===== config.mk =====
export PLATFORM = sky130hd
export DESIGN_NAME = irq_bank_ctrl
export DESIGN_NICKNAME = d
export VERILOG_FILES = /design/src/rtl/irq_bank_pkg.sv /design/src/rtl/irq_evt_bank.sv /design/src/rtl/irq_reg_port.sv /design/src/rtl/irq_merge.sv /design/src/rtl/irq_bank_ctrl.sv
export SDC_FILE = /design/constraint.sdc
export NUM_CORES = 1
export LEC_CHECK = 0
export CAP_MARGIN = 0
export CORE_AREA = 5 5 177 111
export CTS_BUF_LIST = sky130_fd_sc_hd__clkbuf_4
export DETAILED_ROUTE_END_ITERATION = 10
export DIE_AREA = 0 0 182 116
export DONT_BUFFER_PORTS = 1
export PLACE_DENSITY = 0.7
export SLEW_MARGIN = 20
export SYNTH_ARGS = -nofsm -noshare
export SYNTH_HDL_FRONTEND = slang
export SYNTH_SLANG_ARGS = --single-unit

===== constraint.sdc =====
create_clock -name clk -period 4.2 [get_ports clk]
set_input_delay 1.05 -clock clk [delete_from_list [all_inputs] [get_ports clk]]
set_output_delay 1.05 -clock clk [all_outputs]
set_load 0.005 [all_outputs]

===== src/rtl/irq_bank_pkg.sv =====
package irq_bank_pkg;

    // Register regions selected by the word address.
    typedef enum logic [2:0] {
        RGN_ENABLE,
        RGN_CLEAR,
        RGN_RAW,
        RGN_MASKED,
        RGN_TOP,
        RGN_NONE
    } reg_region_e;

    // Bit position of an event inside its bank word.
    function automatic int unsigned lane_bit(input int unsigned ch,
                                             input int unsigned ev,
                                             input int unsigned ch_per_bank,
                                             input int unsigned lane_w);
        return (ch % ch_per_bank) * lane_w + ev;
    endfunction

endpackage


===== src/rtl/irq_evt_bank.sv =====
module irq_evt_bank #(
    parameter int NUM_CH  = 10,
    parameter int NUM_EVT = 6,
    parameter int LANE_W  = 8,
    parameter int DATA_W  = 32,
    parameter int BANK    = 0
) (
    input  logic                      clk,
    input  logic                      rst_n,
    input  logic [NUM_CH*NUM_EVT-1:0] evt_pulse,
    input  logic                      en_we,
    input  logic                      clr_we,
    input  logic [DATA_W-1:0]         wdata,
    output logic [DATA_W-1:0]         en_q,
    output logic [DATA_W-1:0]         raw_q
);
    localparam int CPB = DATA_W / LANE_W;

    logic [DATA_W-1:0] valid_mask;
    logic [DATA_W-1:0] evt_lane;
    logic [DATA_W-1:0] clr_bits;

    // Route each channel's pulses into its lane; spare positions stay zero.
    for (genvar s = 0; s < CPB; s++) begin : g_slot
        localparam int CH = BANK * CPB + s;
        if (CH < NUM_CH) begin : g_used
            for (genvar e = 0; e < LANE_W; e++) begin : g_bit
                if (e < NUM_EVT) begin : g_evt
                    assign evt_lane[s*LANE_W+e]   = evt_pulse[CH*NUM_EVT+e];
                    assign valid_mask[s*LANE_W+e] = 1'b1;
                end else begin : g_pad
                    assign evt_lane[s*LANE_W+e]   = 1'b0;
                    assign valid_mask[s*LANE_W+e] = 1'b0;
                end
            end
        end else begin : g_spare
            assign evt_lane[s*LANE_W +: LANE_W]   = '0;
            assign valid_mask[s*LANE_W +: LANE_W] = '0;
        end
    end

    assign clr_bits = clr_we ? wdata : '0;

    // New events override a clear of the same bit.
    always_ff @(posedge clk) begin
        if (!rst_n) begin
            en_q  <= '0;
            raw_q <= '0;
        end else begin
            if (en_we) begin
                en_q <= wdata & valid_mask;
            end
            raw_q <= (raw_q & ~clr_bits) | evt_lane;
        end
    end

endmodule


===== src/rtl/irq_reg_port.sv =====
module irq_reg_port
    import irq_bank_pkg::*;
#(
    parameter int NUM_CH   = 10,
    parameter int DATA_W   = 32,
    parameter int ADDR_W   = 4,
    parameter int NUM_BANK = 3
) (
    input  logic                             clk,
    input  logic                             rst_n,
    input  logic                             wr_en,
    input  logic                             rd_en,
    input  logic [ADDR_W-1:0]                addr,
    input  logic [DATA_W-1:0]                wdata,
    input  logic [NUM_BANK-1:0][DATA_W-1:0]  en_all,
    input  logic [NUM_BANK-1:0][DATA_W-1:0]  raw_all,
    input  logic [NUM_BANK-1:0][DATA_W-1:0]  masked_all,
    output logic [NUM_BANK-1:0]              en_we,
    output logic [NUM_BANK-1:0]              clr_we,
    output logic [NUM_CH-1:0]                top_mask,
    output logic [DATA_W-1:0]                rdata
);
    localparam int BANK_W = (NUM_BANK > 1) ? $clog2(NUM_BANK) : 1;
    localparam logic [ADDR_W-1:0] A_CLR = ADDR_W'(NUM_BANK);
    localparam logic [ADDR_W-1:0] A_RAW = ADDR_W'(2 * NUM_BANK);
    localparam logic [ADDR_W-1:0] A_MSK = ADDR_W'(3 * NUM_BANK);
    localparam logic [ADDR_W-1:0] A_TOP = ADDR_W'(4 * NUM_BANK);

    reg_region_e       region;
    logic [BANK_W-1:0] bank_idx;
    logic [DATA_W-1:0] rd_word;
    logic              unused_wdata_hi;

    assign unused_wdata_hi = ^wdata[DATA_W-1:NUM_CH];

    // Address decode into region and bank.
    always_comb begin
        region   = RGN_NONE;
        bank_idx = '0;
        if (addr < A_CLR) begin
            region   = RGN_ENABLE;
            bank_idx = BANK_W'(addr);
        end else if (addr < A_RAW) begin
            region   = RGN_CLEAR;
            bank_idx = BANK_W'(addr - A_CLR);
        end else if (addr < A_MSK) begin
            region   = RGN_RAW;
            bank_idx = BANK_W'(addr - A_RAW);
        end else if (addr < A_TOP) begin
            region   = RGN_MASKED;
            bank_idx = BANK_W'(addr - A_MSK);
        end else if (addr == A_TOP) begin
            region   = RGN_TOP;
        end
    end

    for (genvar b = 0; b < NUM_BANK; b++) begin : g_strobe
        assign en_we[b]  = wr_en && (region == RGN_ENABLE) && (bank_idx == BANK_W'(b));
        assign clr_we[b] = wr_en && (region == RGN_CLEAR)  && (bank_idx == BANK_W'(b));
    end

    always_ff @(posedge clk) begin
        if (!rst_n) begin
            top_mask <= '0;
        end else if (wr_en && region == RGN_TOP) begin
            top_mask <= wdata[NUM_CH-1:0];
        end
    end

    always_comb begin
        unique case (region)
            RGN_ENABLE: rd_word = en_all[bank_idx];
            RGN_RAW:    rd_word = raw_all[bank_idx];
            RGN_MASKED: rd_word = masked_all[bank_idx];
            RGN_TOP:    rd_word = {{(DATA_W-NUM_CH){1'b0}}, top_mask};
            RGN_CLEAR:  rd_word = '0;
            RGN_NONE:   rd_word = '0;
            default:    rd_word = '0;
        endcase
    end

    always_ff @(posedge clk) begin
        if (!rst_n) begin
            rdata <= '0;
        end else if (rd_en) begin
            rdata <= rd_word;
        end
    end

endmodule


===== src/rtl/irq_merge.sv =====
module irq_merge #(
    parameter int NUM_CH   = 10,
    parameter int LANE_W   = 8,
    parameter int DATA_W   = 32,
    parameter int NUM_BANK = 3
) (
    input  logic [NUM_BANK-1:0][DATA_W-1:0] masked_all,
    input  logic [NUM_CH-1:0]               top_mask,
    output logic                            irq
);
    localparam int CPB = DATA_W / LANE_W;

    logic [NUM_CH-1:0] ch_hit;
    logic              unused_lanes;

    assign unused_lanes = ^masked_all;

    for (genvar ch = 0; ch < NUM_CH; ch++) begin : g_ch
        assign ch_hit[ch] = |masked_all[ch/CPB][(ch%CPB)*LANE_W +: LANE_W];
    end

    assign irq = |(ch_hit & top_mask);

endmodule


===== src/rtl/irq_bank_ctrl.sv =====
module irq_bank_ctrl #(
    parameter int NUM_CH  = 10,
    parameter int NUM_EVT = 6,
    parameter int LANE_W  = 8,
    parameter int DATA_W  = 32,
    parameter int ADDR_W  = 4
) (
    input  logic                      clk,
    input  logic                      rst_n,
    input  logic [NUM_CH*NUM_EVT-1:0] evt_pulse,
    input  logic                      wr_en,
    input  logic                      rd_en,
    input  logic [ADDR_W-1:0]         addr,
    input  logic [DATA_W-1:0]         wdata,
    output logic [DATA_W-1:0]         rdata,
    output logic                      irq
);
    localparam int CPB      = DATA_W / LANE_W;
    localparam int NUM_BANK = (NUM_CH + CPB - 1) / CPB;

    logic [NUM_BANK-1:0][DATA_W-1:0] en_q;
    logic [NUM_BANK-1:0][DATA_W-1:0] raw_q;
    logic [NUM_BANK-1:0][DATA_W-1:0] masked;
    logic [NUM_BANK-1:0]             en_we;
    logic [NUM_BANK-1:0]             clr_we;
    logic [NUM_CH-1:0]               top_mask;

    for (genvar b = 0; b < NUM_BANK; b++) begin : g_bank
        irq_evt_bank #(
            .NUM_CH (NUM_CH),
            .NUM_EVT(NUM_EVT),
            .LANE_W (LANE_W),
            .DATA_W (DATA_W),
            .BANK   (b)
        ) u_bank (
            .clk      (clk),
            .rst_n    (rst_n),
            .evt_pulse(evt_pulse),
            .en_we    (en_we[b]),
            .clr_we   (clr_we[b]),
            .wdata    (wdata),
            .en_q     (en_q[b]),
            .raw_q    (raw_q[b])
        );
        assign masked[b] = raw_q[b] & en_q[b];
    end

    irq_reg_port #(
        .NUM_CH  (NUM_CH),
        .DATA_W  (DATA_W),
        .ADDR_W  (ADDR_W),
        .NUM_BANK(NUM_BANK)
    ) u_regs (
        .clk       (clk),
        .rst_n     (rst_n),
        .wr_en     (wr_en),
        .rd_en     (rd_en),
        .addr      (addr),
        .wdata     (wdata),
        .en_all    (en_q),
        .raw_all   (raw_q),
        .masked_all(masked),
        .en_we     (en_we),
        .clr_we    (clr_we),
        .top_mask  (top_mask),
        .rdata     (rdata)
    );

    irq_merge #(
        .NUM_CH  (NUM_CH),
        .LANE_W  (LANE_W),
        .DATA_W  (DATA_W),
        .NUM_BANK(NUM_BANK)
    ) u_merge (
        .masked_all(masked),
        .top_mask  (top_mask),
        .irq       (irq)
    );

endmodule


==> results of run 1 <==
-- cell usage after synthesis (3+ instances only) --
library cell,number,area (µm²)
a21boi_0,98,736
a21boi_1,32,240
a21o_1,7,52.6
a21oi_1,59,295
a221o_1,9,90.1
a221oi_1,11,96.3
a22o_1,4,35.0
a22oi_1,31,233
a31o_2,5,43.8
a31oi_1,23,144
and2_1,7,43.8
and3_1,12,75.1
buf_2,22,110
buf_4,7,52.6
buf_6,8,90.1
clkbuf_1,37,139
dfxtp_1,198,3960
inv_1,6,22.5
mux2_2,12,135
mux2_4,4,60.1
mux2i_1,31,310
nand2_1,229,860
nand2b_1,3,18.8
nand3_1,30,150
nand4_1,8,50.1
nor2_1,11,41.3
nor2_4,3,33.8
nor2b_1,15,93.8
nor3_1,15,75.1
nor3_2,4,40.0
o211ai_1,3,22.5
o21a_1,62,465
o21ai_0,43,215
o221a_2,3,33.8
o221ai_1,3,26.3
o22a_1,7,61.3
o22ai_1,3,18.8
-- state kept, by name, summed over array words and instances, names as in the netlist --
signal,flops
g_bank.u_bank.raw_q,96
g_bank.u_bank.en_q,60
u_regs.rdata,32
u_regs.top_mask,10
-- metrics by stage --
step           setup slack [ns]  instance area, µm²  instances  utilization [%]  total power [mW]
2_1_floorplan             0.851                9630       1110                -              2.33
3_3_place_gp              0.469                9800       1307             55.3              2.41
3_5_place_dp              0.407                9800       1307             55.3              2.41
4_1_cts                   0.974               10100       1339             57.1              3.51
5_1_grt                   0.676               10100       1339             57.1              3.63
6_report                  0.976               10100       1340             57.1              3.51
-- final timing paths --
check / from / to / slack [ns] / depth (start not counted)
worst max-delay path: addr[0] / g_bank[1].u_bank.en_q[1] / 0.98 / 8
worst min-delay path: g_bank[0].u_bank.raw_q[30] / g_bank[0].u_bank.raw_q[30] / 0.44 / 2
worst min register to register: g_bank[0].u_bank.raw_q[30] / g_bank[0].u_bank.raw_q[30] / 0.44 / 2
worst max register to register: g_bank[0].u_bank.en_q[12] / u_regs.rdata[12] / 2.73 / 5
-- kinds of logic (layout without fill, tap and decap cells) --
kind of cell / count (synthesis) / after routing / share of synthesized area (%)
buffers and inverters: 82 / 71 / 4.39
AO/OA/AOI/OAI: 420 / 420 / 31.3
AND/OR/NAND/NOR: 358 / 358 / 17.4
XOR/XNOR: 3 / 3 / 0.273
other: 0 / 1 / 0
adder cells (fa/ha/maj): 2 / 2 / 0.260
multiplexers: 47 / 47 / 5.25
flip-flops: 198 / 198 / 41.1
-- critical path, stage by stage --
cell and delay [ns]:
inv_1 0.16, ha_1 0.35, mux2_4 0.22, or2_0 0.48, nand2_8 0.27, nor3_4 0.95
nand2_1 0.11, a21boi_0 0.17
-- power by group --
part           leakage, nW  internal, mW  total (mW)  switching (mW)
clock network        0.167         0.381        1.12           0.741
logic                 1.72         0.157       0.392           0.236
registers             1.62          1.94        2.00          0.0624
total                 3.51          2.47        3.51            1.04
-- placed cells by master, fill, tap and decap left out, drive strengths merged, types with 4 or more instances in the layout --
master	n
a21boi	130
a21o	7
a21oi	59
a221o	9
a221oi	11
a22o	4
a22oi	31
a31o	5
a31oi	24
and2	8
and3	12
buf	33
clkbuf	17
clkinv	5
dfxtp	198
inv	13
mux2	16
mux2i	31
nand2	232
nand3	30
nand4	8
nor2	15
nor2b	15
nor3	21
o21a	62
o21ai	44
o22a	8
o22ai	4
-- layer usage --
layer	vias up	part of all wire (%)	wire, µm
li1	3974	-	-
met1	4170	46	14400
met2	546	39	12100
met3	54	14	4250
met4	0	1.7	542
met5	-	0	0
-- layout make-up --
| type | count | area, µm² |
|---|---|---|
| inverter | 6 | 22.5 |
| fill | 1629 | 7610 |
| tap | 240 | 300 |
| timing repair buffer | 33 | 248 |
| clock inverter | 15 | 189 |
| sequential | 198 | 3960 |
| clock buffer | 17 | 128 |
| antenna | 1 | 2.50 |
| multi-input combinational | 830 | 5270 |
==> impl_metrics.py, run 1 <==
metrics = {
    "timing": {
        "fin_crit_ns": 3.22,
        "max_freq_mhz": 310,
        "hold_viol_final": 0,
        "period_share_pct": 76.8,
        "rsz0062_at_grt": "false",
        "setup_tns_ns": 0,
        "fin_skew_ns": 0.0232,
        "whs_ns": 0.440,
        "worstMarginPinSlew_ns": 1.08,
        "final_max_slew_viol_count": 0,
        "relSlewSlack_pct": 27.4,
        "setup_viol": 0,
    },
    "power_and_ir_drop": {
        "irDropWorstVdd_mv": 0.201,
        "power_density_mw_per_mm2": 347,
        "power.leakage_nw": 3.51,
    },
    "flow_run": {
        "cap_viol_max_count": 0,
    },
    "routing": {
        "post_drt_via_cell_ratio": 6.53,
        "post_drt_wl_per_cell_um": 23.3,
        "vias": 8744,
        "post-route-drc-count": 0,
        "drt_wl_total_um": 31200,
        "drtIter0Drc": 1134,
        "firstDrtPassIters": 6,
        "ant_nets": 0,
    },
    "logic_synthesis": {
        "yosysWarnings": 0,
        "synth_edf_count": 0,
        "synth-seq-cells": 198,
        "synth_fp_nets": 1212,
        "synth_ff_type": "dfxtp_1",
        "synthesis.area_mm2": 0.00963,
        "syn_area_per_cell_um2": 8.68,
        "syn_inst": 1110,
        "synth-async-reset-ratio_pct": 0,
        "yosysUniqueCellTypes": 75,
        "yosysSeqAreaShare_pct": 41.1,
    },
    "setup_path": {
        "crit_arrival_ns": 3.78,
        "crit_path_start_kind": "input port",
        "critPathRequiredTime_ns": 4.76,
        "crit_fanout": 24,
        "cp-end-kind": "flop",
        "critPathKind": "in2reg",
    },
    "grt": {
        "grt-busiest-layer": "met1",
        "grt_pass1_wl_um": 47600,
        "overflow": 0,
        "grt_pass1_vias": 8048,
        "use_met1_pct": 44.0,
        "grt_max_degree": 187,
        "antenna_found_initial": 0,
        "grt_use_met3_pct": 11.0,
        "use_met2_pct": 39.0,
        "grt_usage_pct": 29.2,
    },
    "floorplan": {
        "design.core.area_mm2": 0.0177,
        "ioPinCount": 133,
        "rows": 38,
        "chipHeight_um": 116,
        "die_area_mm2": 0.0211,
        "die_w_um": 182,
        "initial_utilization_pct": 54.3,
    },
    "worst_hold_path": {
        "worstHoldPathType": "reg2reg",
    },
    "clocking": {
        "cts_tree": "done",
        "hold_buffers": 0,
        "clk_latency_ns": 0.63,
        "cts_setup_buffers": 0,
        "post_cts_resized": 0,
        "ctsLongestPathBuffers": 2,
        "path_clk_slew_ns": 0.18,
        "h-tree-depth": 4,
        "root_buffer": "clkbuf_4",
        "cts_buffers": 17,
        "clock_sinks": 198,
    },
    "place": {
        "dpl.hpwl_um": 21700,
        "gp_congestion": 1.01,
        "io_buffers": 0,
    },
    "run_status": {
        "outcome": "finished, final reports clean",
    },
    "final_layout": {
        "drive_gt1_share_pct": 10.3,
        "syn2layout_area_growth_pct": 5.09,
        "final_nets": 1188,
    },
}
Note: power is estimated with default switching activity, not from simulation.
==> run 2: changes to the inputs <==
Settings changed: PLACE_DENSITY 0.7 to 0.72.
Clock period 4.2 ns to 2.8 ns, I/O delays scaled along.
==> run 2 against run 1 <==
Net effect: the run now ends with negative setup slack left; clock power up 35%; register-to-register slack worse by 1.4 ns; total power up 46%; largest power group unchanged; highest routed layer is now met5.
==> impl_metrics.py, run 2 (synthesis results as in run 1) <==
metrics = {
    "grt": {
        "grt_pass1_vias": 8171,
        "overflow": 0,
        "antenna_found_initial": 0,
        "grt_max_degree": 187,
        "grt_pass1_wl_um": 47400,
        "grt_usage_pct": 28.9,
    },
    "clocking": {
        "h-tree-depth": 4,
        "root_buffer": "clkbuf_4",
        "clk_latency_ns": 0.64,
        "cts_buffers": 17,
        "ctsLongestPathBuffers": 2,
        "clock_sinks": 198,
        "cts_tree": "done",
        "path_clk_slew_ns": 0.18,
    },
    "final_layout": {
        "antenna_cells": 0,
        "layout_commonest_cell": "nand2_1",
        "syn2layout_area_growth_pct": 7.61,
        "largest_register_ffs": 96,
        "final_util_pct": 58.5,
        "final_cell_mix": "nand2_1 (229), dfxtp_1 (195), a21boi_0 (98)",
        "finalNonFillerCells": 1363,
        "final_nets": 1212,
        "top_regs": "g_bank.u_bank.raw_q x96, g_bank.u_bank.en_q x60, u_regs.rdata x32",
        "seq_area_mm2": 0.00397,
        "fillers": 1577,
        "largest_register": "g_bank.u_bank.raw_q",
        "multiInputGateArea_mm2": 0.00532,
        "drive_gt1_share_pct": 13.4,
    },
    "floorplan": {
        "rows": 38,
        "design.core.area_mm2": 0.0177,
        "die_area_mm2": 0.0211,
        "chipHeight_um": 116,
        "initial_utilization_pct": 54.3,
        "die_w_um": 182,
        "ioPinCount": 133,
    },
    "timing": {
        "setup_ws_ns": -0.0496,
        "hold_viol_final": 0,
        "worstMarginPinSlew_ns": 0.700,
        "max_freq_mhz": 351,
        "relSlewSlack_pct": 53.0,
        "fin_skew_ns": 0.0194,
        "rsz0062_at_grt": "true",
        "whs_ns": 0.110,
        "final_max_slew_viol_count": 0,
        "setup_viol": 1,
        "period_share_pct": 102,
        "fin_crit_ns": 2.85,
    },
    "flow_run": {
        "cap_viol_max_count": 0,
    },
    "worst_hold_path": {
        "worstHoldPathType": "in2reg",
    },
    "setup_path": {
        "crit_fanout": 3,
        "critPathKind": "reg2out",
        "cp-end-kind": "primary output",
        "crit_arrival_ns": 2.15,
        "r2r_slack_ns": 1.29,
        "crit_path_start_kind": "flop",
        "critPathRequiredTime_ns": 2.10,
    },
    "power_and_ir_drop": {
        "power.leakage_nw": 3.63,
        "finalPower_mw": 5.13,
        "power_density_mw_per_mm2": 495,
        "irDropWorstVdd_mv": 0.365,
    },
    "place": {
        "dpl.hpwl_um": 21800,
        "io_buffers": 0,
        "place_inst": 1330,
        "gp_congestion": 1.01,
    },
    "routing": {
        "ant_nets": 0,
        "firstDrtPassIters": 6,
        "post_drt_via_cell_ratio": 6.41,
        "post-route-drc-count": 0,
        "post_drt_wl_per_cell_um": 22.4,
        "drtIter0Drc": 1191,
        "drt_wl_total_um": 30600,
        "vias": 8738,
    },
    "run_status": {
        "violations": "negative setup slack",
        "outcome": "finished, violations left",
    },
}
==> run 2: changes by cell type in the layout (fill, tap and decap cells not counted), sizes merged <==
cell | before | now
bufinv | 2 | 0
inv | 13 | 16
clkbuf | 17 | 18
diode | 1 | 0
clkinv | 5 | 3
buf | 33 | 57
==> run 2: timing repair <==
| action | CTS | global route |
|---|---|---|
| pin swaps | 4 | 3 |
| buffers inserted | 1 | 0 |
| endpoints found under the setup margin | 1 | 1 |
| hold buffers | 0 | 0 |
| resized for setup | 7 | 0 |
| endpoints found under the hold margin | 0 | 0 |
==> run 2: worst max-delay path, stage by stage (launching register included) <==
cell      delay (ns)
dfxtp_2         0.37
a22oi_2         0.18
nand4_1         0.27
a22o_1          0.29
a221oi_2        0.17
nand4_1         0.24
==> run 2: area by class of cell <==
cell class	count	area share, %
clock buffers	18	1.30
inverters	6	0.290
clock inverters	14	1.28
flip-flops and latches	198	38.3
repair buffers	57	4.61
multi-input cells	830	51.3
well taps	240	2.90
==> run 2: stage by stage <==
| step | area (µm²) | setup TNS, ns | setup WS [ns] |
|---|---|---|---|
| after floorplan | 9690 | 0 | 0.00173 |
| after global placement | 10100 | 0 | 0.0701 |
| after detailed placement | 10100 | 0 | 0.0202 |
| after CTS | 10400 | -0.0280 | -0.0280 |
| after global routing | 10400 | -0.127 | -0.127 |
| final | 10400 | -0.0496 | -0.0496 |
==> run 2: layer usage <==
| metal | up-vias | GRT usage, % | share of wire [%] |
|---|---|---|---|
| li1 | 4026 | - | - |
| met1 | 4113 | 42.5 | 45 |
| met2 | 535 | 39.7 | 40 |
| met3 | 62 | 9.76 | 13 |
| met4 | 2 | 8.45 | 2.1 |
| met5 | - | 2.00 | 0.18 |
==> run 2: worst paths after layout <==
path | cells past startpoint | from | end
worst max register to register | 5 | g_bank[0].u_bank.raw_q[12] | u_regs.rdata[12]
worst min-delay path | 1 | wdata[22] | g_bank[1].u_bank.raw_q[22]
worst min register to register | 2 | g_bank[0].u_bank.raw_q[15] | g_bank[0].u_bank.raw_q[15]
worst max-delay path | 5 | g_bank[0].u_bank.en_q[16] | irq
==> run 2: power breakdown <==
| part | switching (mW) | internal, mW | total (mW) |
|---|---|---|---|
| clock network | 1.10 | 0.410 | 1.51 |
| registers | 0.0918 | 2.90 | 3.00 |
| logic | 0.355 | 0.276 | 0.632 |
==> run 3: changes to the inputs <==
Settings changed: HOLD_SLACK_MARGIN set to 0.15, REMOVE_ABC_BUFFERS set to 1.
==> run 3 against run 2 <==
Net effect: the run now ends clean; clock power grew 6%; combinational power rose by 23%; critical path depth is the same; utilization grew 6.0 points; worst hold slack better by 0.061 ns; worst setup slack improved by 0.086 ns; total power increased by 4.7%; first-iteration DRC count is 11% higher; cell area up 10%; die area stayed put; sequential power about the same; count of clock-buffer cells in the layout down 1; largest cell class unchanged.
==> impl_metrics.py, run 3 (synthesis results as in run 1) <==
metrics = {
    "power_and_ir_drop": {
        "power_frac_clock_pct": 29.7,
        "p_sw_share_pct": 30.0,
        "p_int_mw": 3.76,
        "power.leakage_nw": 4.10,
        "pwr-share-comb_pct": 14.5,
        "irDropWorstVdd_mv": 0.312,
        "power_density_mw_per_mm2": 470,
        "p_sw_mw": 1.61,
        "seq_power_share_pct": 55.8,
    },
    "floorplan": {
        "rows": 38,
        "design.core.area_mm2": 0.0177,
        "ioPinCount": 133,
        "initial_utilization_pct": 54.3,
        "die_area_mm2": 0.0211,
        "die_w_um": 182,
        "chipHeight_um": 116,
    },
    "place": {
        "dpl.hpwl_um": 22300,
        "place_inst": 1345,
        "dpl_cell_area_mm2": 0.0102,
        "gp_congestion": 0.926,
        "io_buffers": 0,
    },
    "final_layout": {
        "antenna_cells": 0,
        "drive_gt1_share_pct": 13.1,
        "postLayoutCellArea_mm2": 0.0114,
        "finalNonFillerCells": 1470,
        "seq_area_mm2": 0.00397,
        "fillers": 1511,
        "multiInputGateArea_mm2": 0.00529,
        "layout_commonest_cell": "nand2_1",
        "final_cell_mix": "nand2_1 (229), dfxtp_1 (195), a21boi_0 (98)",
        "final_nets": 1319,
        "syn2layout_area_growth_pct": 18.7,
        "top_regs": "g_bank.u_bank.raw_q x96, g_bank.u_bank.en_q x60, u_regs.rdata x32",
        "largest_register": "g_bank.u_bank.raw_q",
        "largest_register_ffs": 96,
    },
    "clocking": {
        "cts_buffers": 17,
        "ctsLongestPathBuffers": 2,
        "clk_latency_ns": 0.64,
        "clock_sinks": 198,
        "root_buffer": "clkbuf_4",
        "h-tree-depth": 4,
        "cts_tree": "done",
        "path_clk_slew_ns": 0.18,
    },
    "routing": {
        "firstDrtPassIters": 6,
        "post-route-drc-count": 0,
        "ant_nets": 0,
        "drt_wl_total_um": 33200,
        "vias": 9308,
        "post_drt_via_cell_ratio": 6.33,
        "drtIter0Drc": 1327,
        "post_drt_wl_per_cell_um": 22.6,
    },
    "setup_path": {
        "crit_path_start_kind": "flop",
        "crit_arrival_ns": 2.06,
        "cp-end-kind": "primary output",
        "critPathRequiredTime_ns": 2.10,
        "critPathKind": "reg2out",
        "crit_fanout": 2,
    },
    "worst_hold_path": {
        "worstHoldPathType": "in2reg",
    },
    "timing": {
        "fin_crit_ns": 2.76,
        "setup_viol": 0,
        "hold_viol_final": 0,
        "period_share_pct": 98.7,
        "max_freq_mhz": 362,
        "relSlewSlack_pct": 25.7,
        "worstMarginPinSlew_ns": 1.11,
        "fin_skew_ns": 0.0235,
        "rsz0062_at_grt": "true",
        "setup_tns_ns": 0,
        "final_max_slew_viol_count": 0,
    },
    "grt": {
        "grt_usage_pct": 31.2,
        "overflow": 0,
        "grt_pass1_vias": 8657,
        "grt_pass1_wl_um": 50900,
        "antenna_found_initial": 0,
        "grt_max_degree": 181,
    },
    "run_status": {
        "outcome": "finished, final reports clean",
    },
    "flow_run": {
        "cap_viol_max_count": 0,
    },
}
-- run 3: what timing repair did --
item	CTS	global route
resized for setup	8	0
hold endpoints to repair	79	31
pin swaps	4	0
hold buffers	59	31
buffers inserted	3	0
endpoints found under the setup margin	1	1
-- run 3: worst paths after layout --
kind	depth (start not counted)	endpoint	from	slack [ns]
setup / recovery	5	irq	g_bank[1].u_bank.en_q[25]	0.04
hold / removal	2	g_bank[1].u_bank.en_q[24]	wdata[24]	0.17
setup reg to reg	5	u_regs.rdata[12]	g_bank[0].u_bank.raw_q[12]	1.22
hold reg to reg	2	g_bank[0].u_bank.raw_q[6]	g_bank[0].u_bank.raw_q[6]	0.44
-- run 3: cell type report --
type | count | share of cell area, %
Clock buffer | 17 | 1.12
Clock inverter | 15 | 1.44
Inverter | 6 | 0.197
Multi-Input combinational cell | 830 | 46.3
Sequential cell | 198 | 34.7
Tap cell | 240 | 2.63
Timing Repair Buffer | 164 | 13.6
-- run 3: critical path: stages, from the launching register on --
cell      delay (ns)
dfxtp_2         0.36
a22oi_2         0.21
nand4_1         0.21
a22o_1          0.30
a221oi_2        0.17
nand4_1         0.18
-- run 3: routing by layer --
metal / global-route usage (%) / routed length [µm]
met5: 0 / 0
met4: 7.55 / 622
met3: 9.72 / 4330
met2: 43.0 / 13100
met1: 47.0 / 15100
-- run 3: power by group through the flow --
stage          sequential (mW)  combinational, mW  clock, mW
2_1_floorplan             3.01              0.393          0
3_3_place_gp              3.05              0.630          0
3_5_place_dp              3.05              0.642          0
4_1_cts                   2.99              0.726       1.62
5_1_grt                   3.01              0.824       1.75
6_report                  3.00              0.779       1.60
-- run 3: through the flow --
| stage | hold WS, ns | power (mW) | setup slack [ns] | utilization [%] |
|---|---|---|---|---|
| global route | 0.140 | 5.58 | -0.142 | 64.5 |
| detailed placement | 0.422 | 3.69 | -0.0758 | 57.5 |
| global placement | 0.416 | 3.68 | -0.0537 | 57.5 |
| finish | 0.171 | 5.37 | 0.0363 | 64.5 |
| floorplan | 0.409 | 3.40 | -0.584 | - |
| CTS | 0.150 | 5.33 | -0.00862 | 62.7 |
